## src/rtl/modstop_pkg.sv

```systemverilog
// Shared constants, types and helpers for the module clock stop controller.
// Assumes a 32-bit register data path.
package modstop_pkg;

    localparam int unsigned WORD_W = 32;

    // Address region a request falls in
    typedef enum logic [1:0] {
        RGN_CTRL = 2'd0,
        RGN_STAT = 2'd1,
        RGN_NONE = 2'd2
    } region_e;

    // Number of banks needed to hold a module count
    function automatic int unsigned banks_for(input int unsigned mods, input int unsigned bw);
        return (mods + bw - 1) / bw;
    endfunction

endpackage

```

## src/rtl/modstop_gate_cell.sv

```systemverilog
// Per-module gate handshake. The request input is the stop bit. The
// acknowledge output is the gate status: it sets one cycle after a stop
// and clears RUN_DELAY cycles after a run request. A stop during the
// settling wait aborts it. Assumes RUN_DELAY >= 1.
module modstop_gate_cell #(
    parameter int unsigned RUN_DELAY = 8
) (
    input  logic clk,
    input  logic rst_n,
    input  logic stop_i,
    output logic ack_o
);
    localparam int unsigned CNT_W = (RUN_DELAY > 1) ? $clog2(RUN_DELAY + 1) : 1;
    localparam logic [CNT_W-1:0] LAST = CNT_W'(RUN_DELAY - 1);

    logic [CNT_W-1:0] cnt_q;

    // Track gate status and the settling counter after a run request
    always_ff @(posedge clk) begin
        if (!rst_n) begin
            ack_o <= 1'b1;
            cnt_q <= '0;
        end else if (stop_i) begin
            ack_o <= 1'b1;
            cnt_q <= '0;
        end else if (ack_o) begin
            if (cnt_q == LAST) begin
                ack_o <= 1'b0;
                cnt_q <= '0;
            end else begin
                cnt_q <= cnt_q + 1'b1;
            end
        end
    end

endmodule

```

## src/rtl/modstop_regfile.sv

```systemverilog
// Register port and stop-control storage. It decodes word addresses into
// control banks (0..NUM_BANKS-1) and status banks (STS_BASE + b). It holds
// the stop bits and answers every request one cycle later. Bits beyond
// NUM_MODULES are tied off. Assumes STS_BASE + NUM_BANKS fits in ADDR_W.
module modstop_regfile
    import modstop_pkg::*;
#(
    parameter int unsigned NUM_MODULES = 376,
    parameter int unsigned BANK_W      = 32,
    parameter bit          HAS_STATUS  = 1'b1,
    parameter int unsigned ADDR_W      = 8
) (
    input  logic                   clk,
    input  logic                   rst_n,
    input  logic                   req_valid,
    input  logic                   req_write,
    input  logic [ADDR_W-1:0]      req_addr,
    input  logic [WORD_W-1:0]      req_wdata,
    output logic                   rsp_valid,
    output logic [WORD_W-1:0]      rsp_rdata,
    output logic [NUM_MODULES-1:0] ctrl_o,
    input  logic [NUM_MODULES-1:0] sts_i
);
    localparam int unsigned NUM_BANKS = banks_for(NUM_MODULES, BANK_W);
    localparam int unsigned IDX_W     = (NUM_BANKS > 1) ? $clog2(NUM_BANKS) : 1;
    localparam int unsigned STS_BASE  = 1 << IDX_W;
    localparam int unsigned FLAT_W    = NUM_BANKS * BANK_W;
    localparam logic [ADDR_W-1:0] CTRL_END = ADDR_W'(NUM_BANKS);
    localparam logic [ADDR_W-1:0] STS_LO   = ADDR_W'(STS_BASE);
    localparam logic [ADDR_W-1:0] STS_END  = ADDR_W'(STS_BASE + NUM_BANKS);

    // Mask of bit positions that belong to a real module
    function automatic logic [FLAT_W-1:0] mk_exist();
        logic [FLAT_W-1:0] m;
        for (int i = 0; i < FLAT_W; i++) m[i] = (i < NUM_MODULES);
        return m;
    endfunction
    localparam logic [FLAT_W-1:0] EXIST = mk_exist();

    logic [FLAT_W-1:0]    ctrl_q;
    logic [FLAT_W-1:0]    sts_flat;
    logic [NUM_BANKS-1:0] wr_hit;
    logic [IDX_W-1:0]     bank;
    logic [WORD_W-1:0]    rd_word;
    region_e              rgn;

    // Classify the address and pick the bank index
    always_comb begin
        rgn  = RGN_NONE;
        bank = req_addr[IDX_W-1:0];
        if (req_addr < CTRL_END) begin
            rgn = RGN_CTRL;
        end else if (HAS_STATUS && (req_addr >= STS_LO) && (req_addr < STS_END)) begin
            rgn = RGN_STAT;
        end
    end

    // Widen the status vector to whole banks
    always_comb begin
        sts_flat = '0;
        sts_flat[NUM_MODULES-1:0] = sts_i;
    end

    // Per-bank write strobes and read data selection
    always_comb begin
        wr_hit  = '0;
        rd_word = '0;
        for (int b = 0; b < NUM_BANKS; b++) begin
            if (bank == IDX_W'(b)) begin
                wr_hit[b] = req_valid && req_write && (rgn == RGN_CTRL);
                if (rgn == RGN_CTRL) begin
                    rd_word[BANK_W-1:0] = ctrl_q[b*BANK_W +: BANK_W];
                end else if (rgn == RGN_STAT) begin
                    rd_word[BANK_W-1:0] = sts_flat[b*BANK_W +: BANK_W];
                end
            end
        end
    end

    // Stop-control storage, all existing modules stopped at reset
    always_ff @(posedge clk) begin
        if (!rst_n) begin
            ctrl_q <= EXIST;
        end else begin
            for (int b = 0; b < NUM_BANKS; b++) begin
                if (wr_hit[b]) begin
                    ctrl_q[b*BANK_W +: BANK_W] <= req_wdata[BANK_W-1:0] & EXIST[b*BANK_W +: BANK_W];
                end
            end
        end
    end

    // One-cycle response path
    always_ff @(posedge clk) begin
        if (!rst_n) begin
            rsp_valid <= 1'b0;
            rsp_rdata <= '0;
        end else begin
            rsp_valid <= req_valid;
            rsp_rdata <= (req_valid && !req_write) ? rd_word : '0;
        end
    end

    assign ctrl_o = ctrl_q[NUM_MODULES-1:0];

endmodule

```

## src/rtl/modstop_gate_ctrl.sv

```systemverilog
// Top of the module clock stop controller. It joins the register port
// to one gate cell per module and drives the clock enables. With
// WIDE_BANKS = 0 banks are 8 bits wide and no gate cells or status view
// are built.
module modstop_gate_ctrl
    import modstop_pkg::*;
#(
    parameter int unsigned NUM_MODULES = 376,
    parameter bit          WIDE_BANKS  = 1'b1,
    parameter int unsigned RUN_DELAY   = 8,
    parameter int unsigned ADDR_W      = 8
) (
    input  logic                   clk,
    input  logic                   rst_n,
    input  logic                   req_valid,
    output logic                   req_ready,
    input  logic                   req_write,
    input  logic [ADDR_W-1:0]      req_addr,
    input  logic [WORD_W-1:0]      req_wdata,
    output logic                   rsp_valid,
    output logic [WORD_W-1:0]      rsp_rdata,
    output logic [NUM_MODULES-1:0] clk_en
);
    localparam int unsigned BANK_W = WIDE_BANKS ? 32 : 8;

    logic [NUM_MODULES-1:0] gate_req;
    logic [NUM_MODULES-1:0] gate_ack;

    modstop_regfile #(
        .NUM_MODULES (NUM_MODULES),
        .BANK_W      (BANK_W),
        .HAS_STATUS  (WIDE_BANKS),
        .ADDR_W      (ADDR_W)
    ) u_regs (
        .clk       (clk),
        .rst_n     (rst_n),
        .req_valid (req_valid),
        .req_write (req_write),
        .req_addr  (req_addr),
        .req_wdata (req_wdata),
        .rsp_valid (rsp_valid),
        .rsp_rdata (rsp_rdata),
        .ctrl_o    (gate_req),
        .sts_i     (gate_ack)
    );

    // One gate handshake per module, only when a status view exists
    if (WIDE_BANKS) begin : g_status
        for (genvar m = 0; m < NUM_MODULES; m++) begin : g_cell
            modstop_gate_cell #(.RUN_DELAY(RUN_DELAY)) u_cell (
                .clk    (clk),
                .rst_n  (rst_n),
                .stop_i (gate_req[m]),
                .ack_o  (gate_ack[m])
            );
        end
    end else begin : g_nostatus
        assign gate_ack = '0;
    end

    assign req_ready = rst_n;
    assign clk_en    = ~gate_req;

endmodule

```

## config.mk

```make
export PLATFORM = sky130hd
export DESIGN_NAME = modstop_gate_ctrl
export DESIGN_NICKNAME = d
export VERILOG_FILES = /design/src/rtl/modstop_pkg.sv /design/src/rtl/modstop_gate_cell.sv /design/src/rtl/modstop_regfile.sv /design/src/rtl/modstop_gate_ctrl.sv
export SDC_FILE = /design/constraint.sdc
export NUM_CORES = 2
export LEC_CHECK = 0
export BUFFER_PORTS_ARGS = -buffer_cell sky130_fd_sc_hd__clkbuf_2
export CAP_MARGIN = 10
export CORE_UTILIZATION = 40
export CTS_BUF_LIST = sky130_fd_sc_hd__clkbuf_16
export CTS_CLUSTER_SIZE = 25
export DETAILED_ROUTE_END_ITERATION = 6
export SLEW_MARGIN = 20
export SYNTH_ARGS = -nofsm -noshare
export SYNTH_HDL_FRONTEND = slang
export SYNTH_HIERARCHICAL = 1
export SYNTH_SLANG_ARGS = --single-unit
```

## constraint.sdc

```tcl
create_clock -name clk -period 1.8 [get_ports clk]
set_input_delay 0.09 -clock clk [delete_from_list [all_inputs] [get_ports clk]]
set_output_delay 0.09 -clock clk [all_outputs]
set_load 0.03 [all_outputs]
```

[Word-level counts from Yosys, hierarchy flattened]
Cells that the tools add are included.
W data, S select, Z words.
Storage, ports and cells
  input bits: 44
  output and inout bits: 410
  word-level logic and storage cells: 3097
  flip-flop bits (word level): 2289
Operators by class
  muxes and demuxes: 1178
  order comparisons: 3
  reductions and logical operators: 384
  bitwise logic cells: 2
  add/subtract/negate cells: 376
  equality and inequality tests: 388
Operators with widths (number)
  $eq A4 B3 Y1 const B: 380
  $add A4 B1 Y4 const B: 376
  $mux W4: 376
  $mux W32: 36
  $mux W1: 764
  $reduce_or A2 Y1: 376
  $not A376 Y376: 1
  $eq A4 B4 Y1 const B: 4
  $eq A4 B2 Y1 const B: 2
  $ge A8 B5 Y1 const B: 1
  $lt A8 B4 Y1 const B: 1
  $lt A8 B5 Y1 const B: 1
  $eq A4 B1 Y1 const B: 1
  $logic_and A1 B1 Y1: 4
  $logic_not A4 Y1: 1
  $mux W2: 2
  $eq A2 B1 Y1 const B: 1
  $logic_not A2 Y1: 1
  $reduce_and A2 Y1: 1
  $logic_not A1 Y1: 1
  $not A1 Y1: 1

[Longest topological paths before layout]
  depth in word-level cells: 41
  gate-level depth with buffers: 10
  mapped depth without buffers: 5

[Cells and area by module]
The synthesis kept the hierarchy.
By module, submodules not included
  modstop_gate_cell: instances 376, seq. area each 100.1 sq um, area an instance 234.0 sq um, cells each 22
  modstop_regfile: instances 1, seq. area each 8187.9 sq um, area an instance 21509.4 sq um, cells each 2677
  modstop_gate_ctrl: instances 1, seq. area each 0.0 sq um, area an instance 1418.9 sq um, cells each 377

[Least setup slack after synthesis]
Ideal clock, no wire load.
  kind: input to register
  start: input port req_addr[3]
  end: register u_regs.ctrl_q[39]
  setup slack: -0.041 ns
  stages: 8
  arrival time: 1.704 ns
  library setup time: 0.137 ns
  data required time: 1.663 ns
  path buffers: 3
  cells stage by stage: buf_2 a2111o_1 or3_4 or2_1 clkbuf_1 buf_2 nand2_1 nand3_1
Between the ends
  cells in the longest elaborated chain, start to end: 7
  elaborated cells between the ends (all ways): 10
  those cells by class: 3 x order compare; 1 x eq/ne; 3 x mux; 3 x reduce/logical
Ends and longest elaborated chain
  start: declaration: line modstop_gate_ctrl.sv:18  | input logic [ADDR_W-1:0] req_addr,
  $ge A8 B5 Y1 or $lt A8 B5 Y1 (tied branches): line modstop_regfile.sv:53  | end else if (HAS_STATUS && (req_addr >= STS_LO) && (req_addr < STS_END)) begin
  $logic_and A1 B1 Y1: line modstop_regfile.sv:53
  $mux W2: line modstop_regfile.sv:53
  $mux W2: line modstop_regfile.sv:51  | if (req_addr < CTRL_END) begin
  $logic_not A2 Y1: line modstop_regfile.sv:70  | wr_hit[b] = req_valid && req_write && (rgn == RGN_CTRL);
  $logic_and A1 B1 Y1: line modstop_regfile.sv:70
  $mux W1 (*): line modstop_regfile.sv:69  | if (bank == IDX_W'(b)) begin
  end signal: indexed assignment: line modstop_regfile.sv:87  | ctrl_q[b*BANK_W +: BANK_W] <= req_wdata[BANK_W-1:0] & EXIST[b*BANK_W +: BANK_W];
  end: declaration: line modstop_regfile.sv:40  | logic [FLAT_W-1:0] ctrl_q;
Mark *: on every way between the ends. The rest lies on a longest branch, timed or not.
A chain may end at the register's enable or synchronous reset.

[Worst setup path after layout]
  start: input port req_addr[6]
  end: register u_regs.rsp_rdata[22]
Between the ends
  cells in the longest elaborated chain, start to end: 41
  elaborated cells between the ends (all ways): 44
  those cells by class: 3 x order compare; 1 x eq/ne; 38 x mux; 2 x reduce/logical
Ends and longest elaborated chain
  $ge A8 B5 Y1 or $lt A8 B5 Y1 (tied branches): line modstop_regfile.sv:53
  $logic_and A1 B1 Y1: line modstop_regfile.sv:53
  $mux W2: line modstop_regfile.sv:53
  $mux W2 (*): line modstop_regfile.sv:51
  $eq A2 B1 Y1: line modstop_regfile.sv:73  | end else if (rgn == RGN_STAT) begin
  $mux W32: line modstop_regfile.sv:73
  $mux W32: line modstop_regfile.sv:71  | if (rgn == RGN_CTRL) begin
  $mux W32: line modstop_regfile.sv:69
  [... 25 more ...]
  $mux W32: line modstop_regfile.sv:71
  $mux W32: line modstop_regfile.sv:69
  $mux W32: line modstop_regfile.sv:73
  $mux W32: line modstop_regfile.sv:71
  $mux W32: line modstop_regfile.sv:69
  $mux W32: line modstop_regfile.sv:73
  $mux W32: line modstop_regfile.sv:71
  $mux W32 (*): line modstop_regfile.sv:69
  end signal: assignment: line modstop_regfile.sv:100  | rsp_rdata <= (req_valid && !req_write) ? rd_word : '0;
  end: declaration: line modstop_regfile.sv:20  | output logic [WORD_W-1:0] rsp_rdata,
Marked as above.

==> results.toml <==
[outcome]
outcome = "finished, violations left"
violations = "negative setup slack"

[timing]
min_period_ns = 1.87
relSlewSlack_pct = 43.1
fin_skew_ns = 0.0621
clock.fmax_mhz = 535
maxSlewViolCount = 0
finalCritPeriodShare_pct = 104
finalSetupViolCount = 7
tightest_slew_ns = 0.854
rsz0062_at_grt = "true"
timing.final.ws_setup_ns = -0.0676
hold_ws_ns = 0.0631
hold_viol_final = 0
final.setup.tns_ns = -0.129

[clock_network]
ctsRootBufferMaster = "clkbuf_16"
cts_num_sinks = 2289
clock_path_buffers = 4
insertion_delay_ns = 0.86
clkTransAtPathRegs_ns = 0.06
htree_levels = 5
cts_buffers = 272
cts_tree = "built"

[worst_setup_path]
critical_path.max_fanout = 5
worstSetupPathType = "input pin to flip-flop"
critPathRequiredTime_ns = 2.56
rrSetupSlack_ns = -0.03
arrival_ns = 2.63
worst_r2r_endpoint = "u_regs/rsp_rdata[6]$_SDFF_PN0_"
r2r_cells = 5
crit_path_end_kind = "flip-flop"
start_kind = "input pin"
r2r_start = "g_status.g_cell[358].u_cell/ack_o$_SDFF_PP1_"

[global_routing]
grt_pass1_vias = 90800
antenna_found_initial = 15
grt_pass1_wl_um = 535000
grt_remaining_overflow = 0
grt.total_usage_pct = 24.5
grt_start_max_net_pins = 83

[logic_synthesis]
ys.flop_type = "dfxtp_1"
synth_edf_count = 0
syn_avg_cell_area_sq_um = 9.79
synthesis.area_sq_mm = 0.111
ys_seq_elements = 2289
synth-seq-area-share_pct = 41.3
syn_inst = 11300
yosys_warnings = 6
synth.distinct_cells = 88
async_flop_share_pct = 0
synth_fp_nets = 11700

[hold_path]
hold_path_class = "input pin to flip-flop"
whs_path_depth = 6
min_from = "req_addr[1]"
whs_endpoint = "u_regs/rsp_rdata[25]$_SDFF_PN0_"

[finish]
final_cell_mix = "dfxtp_1, mux2i_1, nand2_1"
drive_gt1_share_pct = 21.9
area_delta_synth_final_pct = 21.2
stdcell_count = 16600
design_area_sq_mm = 0.134
layout_commonest_cell = "dfxtp_1"
finish.net_count = 13200

[floorplanning]
die_area_sq_mm = 0.279
fp.dieW_um = 529
start_util_pct = 40.4
io_pins = 454
rows = 192
die_y_um = 529
coreArea_sq_mm = 0.275

[pwr]
power.internal_mw = 82.3
power_density_mw_per_mm2 = 795
p_leak_nw = 66.3
p_comb_share_pct = 3.1
power.share.clock_pct = 49.5
seqPwrFrac_pct = 47.5
sw_frac_of_total_pct = 23.0
p_sw_mw = 24.5
ir_worst_vdd_v = 0.000755

[placement]
place_area_sq_mm = 0.125
hpwl_um = 263000
dp_cells = 16100
io_buffers = 453
place.gp.congestion = 0.912

[job]
drv_cap = 0

[routing]
routed_wl_um = 355000
firstDrtPassIters = 6
drc = 0
drt_iter0_drc = 6123
vias_per_cell = 5.63
vias = 93700
post_drt_wl_per_cell_um = 21.4
ant_nets = 0
cell type report:
type | count | area (sq um)
Tap cell | 3686 | 4610
Antenna cell | 11 | 27.5
Multi-Input combinational cell | 8015 | 61100
Clock buffer | 280 | 7010
Sequential cell | 2289 | 46000
Fill cell | 25100 | 140000
Clock inverter | 195 | 1400
Timing Repair Buffer | 1402 | 11300
Inverter | 758 | 2880
synth_stat cells, types with 5 or more instances:
master	number	share of area, %
a221oi_1	10	0.079
inv_1	758	2.6
nand3b_1	752	5.1
a2111oi_0	5	0.039
nand2b_1	759	4.3
nor2_1	420	1.4
clkbuf_1	109	0.37
a31oi_1	5	0.028
buf_4	62	0.42
buf_1	5	0.017
o22ai_1	462	2.6
nor3_1	16	0.072
mux2i_1	1035	9.3
and3b_2	376	3.4
o21ai_0	62	0.28
a22oi_1	26	0.18
buf_2	77	0.35
ha_1	376	4.2
dfxtp_1	2289	41
a211oi_1	13	0.088
o31ai_1	6	0.041
nor2_8	9	0.16
mux4_2	22	0.45
nand4bb_1	380	3.9
o211ai_1	11	0.074
nor2b_1	16	0.090
nand3_1	385	1.7
mux2_2	30	0.30
or4b_1	378	3.4
buf_6	10	0.10
a21oi_1	425	1.9
o2111ai_1	5	0.039
o21bai_1	377	2.6
o22a_1	5	0.039
nand2_1	801	2.7
a32oi_1	6	0.047
nand4_1	379	2.1
a21bo_2	376	3.4
logic make-up after synthesis:
logic type	after synthesis	share of synthesized area, %
flops	2289	41.3
compound gates	1843	11.8
mux	1087	10.1
fa+ha+maj	376	4.24
buf+inv	1022	3.83
simple gates	4709	28.7
per-stage QoR:
stage               setup WS [ns]  util, %  power, mW
global route              -0.0366     48.9        110
finish                    -0.0676     48.9        107
CTS                       -0.0991     48.9        108
global placement           -0.594     45.4       54.9
floorplan                 -0.0344        -       52.9
detailed placement         -0.620     45.4       54.9
worst max path at each step:
stage | startpoint | endpoint | slack (ns) | cells after the start
floorplan | req_addr[3] | u_regs/ctrl_q[32]$_SDFFE_PN1P_ | -0.03 | 8
global placement | req_addr[5] | u_regs/rsp_rdata[19]$_SDFF_PN0_ | -0.59 | 7
detailed placement | req_addr[4] | u_regs/rsp_rdata[25]$_SDFF_PN0_ | -0.62 | 9
CTS | u_regs/ctrl_q[147]$_SDFFE_PN1P_ | clk_en[147] | -0.1 | 2
global route | g_status.g_cell[39].u_cell/ack_o$_SDFF_PP1_ | u_regs/rsp_rdata[7]$_SDFF_PN0_ | -0.04 | 6
finish | req_addr[6] | u_regs/rsp_rdata[22]$_SDFF_PN0_ | -0.07 | 7
power by group through the flow:
stage	Clock, mW	Sequential [mW]	Combinational [mW]
floorplan	0	51.8	1.10
detailed placement	0	51.8	3.11
CTS	54.0	50.7	3.23
finish	52.9	50.7	3.27
global placement	0	51.8	3.09
global route	56.0	50.7	3.37
routing by layer:
metal | vias to the layer above | part of all wire (%) | GRT usage [%]
li1 | 44500 | - | -
met3 | 808 | 5.7 | 3.27
met2 | 2723 | 45 | 39.6
met1 | 45700 | 42 | 30.7
met4 | 4 | 7.0 | 15.4
met5 | - | 0.0093 | 0
sequential cells by signal, summed over array words and instances, names as in the netlist:
register                      flops
g_status.g_cell.u_cell/cnt_q   1504
u_regs/rsp_valid                  1
g_status.g_cell.u_cell/ack_o    376
u_regs/ctrl_q                   376
u_regs/rsp_rdata                 32
critical path: stages:
cell and delay, ns:
clkbuf_2 0.10, dlygate4sd3_1 0.60, or3_2 0.55, or3_1 0.49, buf_4 0.23, o311a_1 0.39, o21ai_1 0.16
timing repair:
item / in CTS / in global routing
setup buffers: 4 / 0
gates resized for setup: 256 / 111
setup endpoints to repair: 152 / 94
hold buffers: 50 / 0
hold endpoints to repair: 592 / 0
pin swaps: 3 / 2
No activity file was read; power rests on OpenSTA's default activity.
